### src/rtl/trc_pkg.sv
// Shared field widths, width code and helper functions for the trace packet port.
// Assumes the packet fields add up to a word that every port width divides evenly.
package trc_pkg;
    localparam int STAT_W = 2;
    localparam int DEST_W = 2;
    localparam int SIZE_W = 2;
    localparam int ADDR_W = 18;
    localparam int DATA_W = 8;
    localparam int WORD_W = STAT_W + DEST_W + SIZE_W + ADDR_W + DATA_W;
    localparam int PORT_W = 16;
    localparam int CNT_W  = $clog2(WORD_W / 2 + 1);

    typedef enum logic [1:0] {
        PW_2  = 2'b00,
        PW_4  = 2'b01,
        PW_8  = 2'b10,
        PW_16 = 2'b11
    } pw_e;

    typedef struct packed {
        logic [STAT_W-1:0] stat;
        logic [DEST_W-1:0] dest;
        logic [SIZE_W-1:0] size;
        logic [ADDR_W-1:0] addr;
        logic [DATA_W-1:0] data;
    } trc_evt_t;

    // Number of active pins for a width code.
    function automatic int pins_of(input pw_e w);
        return 2 << w;
    endfunction

    // Number of beats one packet takes at a width code.
    function automatic int beats_of(input pw_e w);
        return WORD_W / pins_of(w);
    endfunction
endpackage

### src/rtl/trc_clkdiv.sv
// Port clock prescaler. It toggles a phase bit every div+1 system cycles, so the
// port clock period is 2*(div+1) system cycles. rise_tick marks the system cycle
// whose closing edge drives the phase high. Assumes div is static while running.
module trc_clkdiv #(
    parameter int DIV_W = 8
) (
    input  logic             clk,
    input  logic             rst_n,
    input  logic [DIV_W-1:0] div,
    output logic             phase,
    output logic             rise_tick
);
    logic [DIV_W-1:0] cnt;
    logic             wrap;

    // Wrap when the half-period count is used up.
    assign wrap      = (cnt >= div);
    assign rise_tick = wrap & ~phase;

    // Half-period counter and phase toggle.
    always_ff @(posedge clk) begin
        if (!rst_n) begin
            cnt   <= '0;
            phase <= 1'b0;
        end else if (wrap) begin
            cnt   <= '0;
            phase <= ~phase;
        end else begin
            cnt   <= cnt + 1'b1;
        end
    end

    AST_CNT_IN_RANGE: assert property (@(posedge clk) disable iff (!rst_n)
        (cnt <= div));
    AST_PHASE_HOLDS_MIDWAY: assert property (@(posedge clk) disable iff (!rst_n)
        (!wrap) |=> (phase == $past(phase)));
endmodule

### src/rtl/trc_shift.sv
// Beat shifter. It loads a packet word on a port-clock tick and presents the top
// active pins of the word as the current beat. On each following tick it shifts by
// the port width until the beat count is used up. Assumes load comes only on a tick.
module trc_shift
    import trc_pkg::*;
(
    input  logic              clk,
    input  logic              rst_n,
    input  logic              tick,
    input  logic              load,
    input  logic [WORD_W-1:0] word,
    input  pw_e               width,
    output logic [PORT_W-1:0] beat,
    output logic              active,
    output logic              last
);
    logic [WORD_W-1:0] sh;
    logic [CNT_W-1:0]  left;
    int                pins;

    assign pins = pins_of(width);
    // No beats beyond the current one: a new packet may start on the next tick.
    assign last = (left <= CNT_W'(1));

    // Present the top active pins; pins above them read as zero.
    always_comb begin
        logic [WORD_W-1:0] top;
        top  = sh >> (WORD_W - pins);
        beat = active ? top[PORT_W-1:0] : '0;
    end

    // Load, shift by port width, or go idle on each port-clock tick.
    always_ff @(posedge clk) begin
        if (!rst_n) begin
            sh     <= '0;
            left   <= '0;
            active <= 1'b0;
        end else if (tick) begin
            if (load) begin
                sh     <= word;
                left   <= CNT_W'(beats_of(width));
                active <= 1'b1;
            end else if (active && left > CNT_W'(1)) begin
                sh     <= sh << pins;
                left   <= left - 1'b1;
            end else begin
                active <= 1'b0;
                left   <= '0;
            end
        end
    end

    AST_LOAD_AT_BOUNDARY: assert property (@(posedge clk) disable iff (!rst_n)
        load |-> (left <= CNT_W'(1)));
    AST_ACTIVE_HAS_BEATS: assert property (@(posedge clk) disable iff (!rst_n)
        active |-> (left != '0));
    AST_LOAD_ON_TICK: assert property (@(posedge clk) disable iff (!rst_n)
        load |-> tick);
endmodule

### src/rtl/trace_pkt_port.sv
// Trace packet serializer port. It takes one queued write event per packet, drives
// a start strobe with the first beat and sends the word on the selected pins,
// paced by the divided port clock. Stall is looked at only when a packet may start.
// Assumes the configuration inputs are static outside reset.
module trace_pkt_port
    import trc_pkg::*;
#(
    parameter int DIV_W = 8
) (
    input  logic              clk,
    input  logic              rst_n,
    input  logic              evt_valid,
    output logic              evt_pop,
    input  logic [STAT_W-1:0] evt_stat,
    input  logic [DEST_W-1:0] evt_dest,
    input  logic [SIZE_W-1:0] evt_size,
    input  logic [ADDR_W-1:0] evt_addr,
    input  logic [DATA_W-1:0] evt_data,
    input  logic [1:0]        cfg_width,
    input  logic [DIV_W-1:0]  cfg_div,
    input  logic              cfg_freerun,
    input  logic              stall_in,
    output logic              port_clk,
    output logic              port_sync,
    output logic [PORT_W-1:0] port_data
);
    logic     phase;
    logic     rise_tick;
    logic     active;
    logic     last;
    logic     load;
    logic     sync_q;
    trc_evt_t evt;
    pw_e      width;

    assign width    = pw_e'(cfg_width);
    assign evt      = '{stat: evt_stat, dest: evt_dest, size: evt_size,
                        addr: evt_addr, data: evt_data};

    trc_clkdiv #(.DIV_W(DIV_W)) u_div (
        .clk       (clk),
        .rst_n     (rst_n),
        .div       (cfg_div),
        .phase     (phase),
        .rise_tick (rise_tick)
    );

    // Start a packet only on a tick at a packet boundary, with data and no stall.
    assign load    = rise_tick & last & evt_valid & ~stall_in;
    assign evt_pop = load;

    trc_shift u_shift (
        .clk    (clk),
        .rst_n  (rst_n),
        .tick   (rise_tick),
        .load   (load),
        .word   (evt),
        .width  (width),
        .beat   (port_data),
        .active (active),
        .last   (last)
    );

    // Start strobe lasts one port-clock period, from the first beat's edge.
    always_ff @(posedge clk) begin
        if (!rst_n) begin
            sync_q <= 1'b0;
        end else if (rise_tick) begin
            sync_q <= load;
        end
    end

    // Port clock is gated off between packets unless free-running is selected.
    assign port_clk  = phase & (cfg_freerun | active);
    assign port_sync = sync_q;

    AST_POP_NEEDS_DATA: assert property (@(posedge clk) disable iff (!rst_n)
        evt_pop |-> evt_valid);
    AST_STALL_BLOCKS_START: assert property (@(posedge clk) disable iff (!rst_n)
        stall_in |-> !evt_pop);
    AST_SYNC_MOVES_ON_TICK: assert property (@(posedge clk) disable iff (!rst_n)
        (port_sync != $past(port_sync)) |-> $past(rise_tick));
    AST_SYNC_WITH_DATA: assert property (@(posedge clk) disable iff (!rst_n)
        port_sync |-> active);
endmodule

### config.mk
export PLATFORM = sky130hd
export DESIGN_NAME = trace_pkt_port
export DESIGN_NICKNAME = d
export VERILOG_FILES = /design/src/rtl/trc_pkg.sv /design/src/rtl/trc_clkdiv.sv /design/src/rtl/trc_shift.sv /design/src/rtl/trace_pkt_port.sv
export SDC_FILE = /design/constraint.sdc
export NUM_CORES = 1
export LEC_CHECK = 0
export BUFFER_PORTS_ARGS = -buffer_cell sky130_fd_sc_hd__buf_2
export CORE_ASPECT_RATIO = 1.1
export CORE_MARGIN = 5
export CORE_UTILIZATION = 50
export DETAILED_ROUTE_END_ITERATION = 10
export HOLD_SLACK_MARGIN = 0.15
export PLACE_DENSITY = 0.68
export SYNTH_ARGS = -nofsm -noshare
export SYNTH_HDL_FRONTEND = slang
export SYNTH_SLANG_ARGS = --single-unit
export TNS_END_PERCENT = 1
### constraint.sdc
create_clock -name clk -period 8.65 [get_ports clk]
set_clock_uncertainty 0.2 [all_clocks]
set_input_delay 1.2975 -clock clk [delete_from_list [all_inputs] [get_ports clk]]
set_output_delay 1.2975 -clock clk [all_outputs]
set_load 0.02 [all_outputs]
==> results by group <==
Place
  – Port buffer count: 65
  – DP Worst Slack: 2.698 ns
  – DP Wirelength: about 11 mm
  – Placed cell areas: 5165 um^2
  – GPL Wtd Cong: 0.9467

Yosys
  – Post-synthesis register bit count: 48
  – Synthesized net count: 703
  – Share of the synthesized area in the top cell type: 19.86%
  – Yosys cell types: 60
  – Async SR Flop Fraction: 0%
  – YS warnings: 0
  – Sequential share of the synthesized area: between 15 and 20%
  – Number of flops mapped to enable cells by yosys: 0
  – Synth Flop Type: dfxtp_1
  – Cell count after synthesis: 632
  – Avg Cell Area, Syn: 7.656 um^2
  – Ranking of synthesized cells by area: dfxtp_1 20%, mux2i_1 8.1%, mux4_2 6.5%
  – Synthesized area: 4838 um^2
  – Leading area contributor after synthesis: dfxtp_1

GRT
  – Total gr overflow: 0
  – First-pass GRT wire length: between 20 and 25 mm
  – Vias in the first global route: 4,857
  – Initial antenna violation count: 0
  – GRT Total Usage: between 20 and 25%
  – Largest net degree at the start of global routing: 65

CTS
  – Hold-fix buffers, CTS: 0
  – TritonCTS Buffers: 5
  – CTS H-Tree Depth: 2
  – Clock sink count: 48
  – CTS tree: built
  – # resized after CTS: 0
  – Clk_lat worst skew: ~0.3 ns
  – Root buffer cell: clkbuf_8
  – Post-CTS Setup Inserts: 0
  – Deepest clock path buffer count: 2
  – Clock-pin transition on the worst setup and hold timing paths: 0.09 ns

Critical path
  – Worst-path cell chain: buf_2 -> inv_1 -> ha_1 -> buf_4 -> inv_1 -> ha_1 -> buf_4 -> mux2_2 -> nor2_1 -> a21oi_1 -> mux2_2 -> a22oi_1 -> nor2_1 -> buf_2
  – Critical path type: input port to output pin
  – Crit end category: output pin
  – Critical Path Slowest Stage Cell: buf_4
  – Worst path max stage delay: a little over 0.4 ns
  – CP delay by family, top: buffers and inverters
  – R2r setup slk: 5.41 ns
  – Worst EP arrival: 4.53 ns
  – CP Data Required Time: roughly 7.2 ns
  – Buf/Inv on CP: 6
  – CP Max Fanout: 42
  – Critical path launch point type: input port

Pwr
  – VDD IR-drop max: 86.58 uV
  – Sequential share of power: a little over two fifths
  – Sw Share: 28.55%
  – Comb power frac: between 20% and 30%
  – Power density cells: around 100 nW/um^2
  – P_int: around 0.38 mW
  – P_sw: 0.1512 mW
  – Clock power share: a little over a third
  – Leakage power: around 2.1 nW

Flow run
  – Max Cap Violations: 0

Floorplanning
  – Die height: 113.2 um
  – Starting Density: 51.48%
  – Die X: roughly 100 um
  – I/O pin count: 66
  – Row cnt: 37
  – Die ar.: roughly 12,000 um^2
  – CORE AREA: 9398 um^2

Layout
  – Share of layout cells above drive strength 1: 18.85%
  – Most common cell after layout, fill and taps aside: nor2_1
  – Commonest cells after routing, fill and taps aside: 74 x nor2_1, 68 x nand2_1, 65 x buf_2
  – Final Cell Area: 5294 um^2
  – Area Overhead vs Synth: 9.413%
  – Layout Nets: 734
  – Core Util, Final: 56.33%
  – Ant diodes: 0

STA
  – Slew HR: about a fifth
  – Setup TNS: 0 ns
  – Final max-slew violation count: 0
  – Fin. Hold Viols: 0
  – Period minus WS final: approximately 6.0 ns
  – Final setup violating endpoints: 0
  – Fmax: 165.8 MHz
  – Final period util: 69.72%
  – Worst-Margin Slew: 1.204 ns
  – Final setup margin: 2.619 ns
  – Unrepaired setup endpoints after global routing: false

Route
  – DR WL/cell: 19.28 um
  – DR DRC count: 0
  – DR vias: 5,060
  – First-iteration detailed-routing DRC count: between 500 and 600
  – DRT Pass-1 Iters: 5
  – Vias/cell: about 6.5
  – Post-DRT Antenna Nets: 0
  – Total routed wirelength: 15.04 mm

Min path
  – Worst min-delay path class: register to register

Status
  – Status: complete, no violations
[Yosys cell counts (all sizes together), types with 3 or more instances]
cell and number:
nor2 75, nand2 68, dfxtp 48, a21oi 41, mux2i 39, o21ai 29
inv 28, a211oi 25, buf 25, clkbuf 25, ha 24, mux2 24
nand3 24, a31oi 17, mux4 14, nor3 13, nor2b 11, and3 10
a221o 7, a221oi 5, a22oi 5, o211ai 5, o311a 5, o32a 5
o32ai 5, xor2 5, o21a 4, nor4 3, o22a 3, o31a 3
or3 3
[per-layer routing]
metal,track usage [%],up-vias,part of all wire [%]
met5,0,-,0
met4,7.427,0,2.6
met3,3.137,33,8.6
met2,39.71,265,44
met1,34.94,2361,45
li1,-,2401,-
[cell families after synthesis]
logic type / Yosys count / synth area share (%)
AOI/OAI and AO/OA: 181 / 25.81
DFF: 48 / 19.86
buffers and inverters: 80 / 6.879
muxes: 77 / 20.17
xor gates and xnor gates: 6 / 1.086
adders and majority gates: 24 / 6.206
and+or+nand+nor: 216 / 19.99
[power by group through the flow]
| stage | clock, mW | combinational (mW) | sequential [mW] |
|---|---|---|---|
| detailed placement | 0 | 0.110 | 0.231 |
| floorplan | 0 | 0.0810 | 0.230 |
| CTS | 0.194 | 0.110 | 0.226 |
| global route | 0.206 | 0.123 | 0.226 |
| finish | 0.192 | 0.112 | 0.226 |
| global placement | 0 | 0.108 | 0.231 |
[tightest hold or removal path, stage by stage, from the launching register on]
cell,delay [ns]
dfxtp_1,0.32
nand2_1,0.05
a21oi_1,0.05
[area by class of cell]
class                           count  area (um^2)
Sequential cell                    48        960.9
Clock inverter                      2        60.06
Multi-Input combinational cell    504         3552
Inverter                           30        112.6
Fill cell                         915         4104
Timing Repair Buffer               74        392.9
Tap cell                          117        146.4
Clock buffer                        5        68.82
[flip-flops by register name, indices dropped and copies added, names as in the netlist]
register,flops
u_shift.sh,32
u_shift.left,5
u_div.phase,1
u_shift.active,1
u_div.cnt,8
port_sync,1
[final timing paths]
| kind | from | end | cells past startpoint |
|---|---|---|---|
| worst max-delay path | cfg_width[1] | port_data[14] | 14 |
| worst min-delay path | port_sync | port_sync | 2 |
| worst max register to register | u_div.cnt[0] | u_shift.sh[7] | 8 |
| worst min register to register | port_sync | port_sync | 2 |
[metrics by stage]
step	power [mW]	hold slack (ns)	cells
after global placement	0.3384	0.2433	773
after detailed placement	0.3408	0.2482	773
after floorplan	0.3107	0.2449	632
after CTS	0.5300	0.2646	780
after global routing	0.5554	0.3086	780
final	0.5297	0.2657	780
Power figures use the tool's default switching activity.
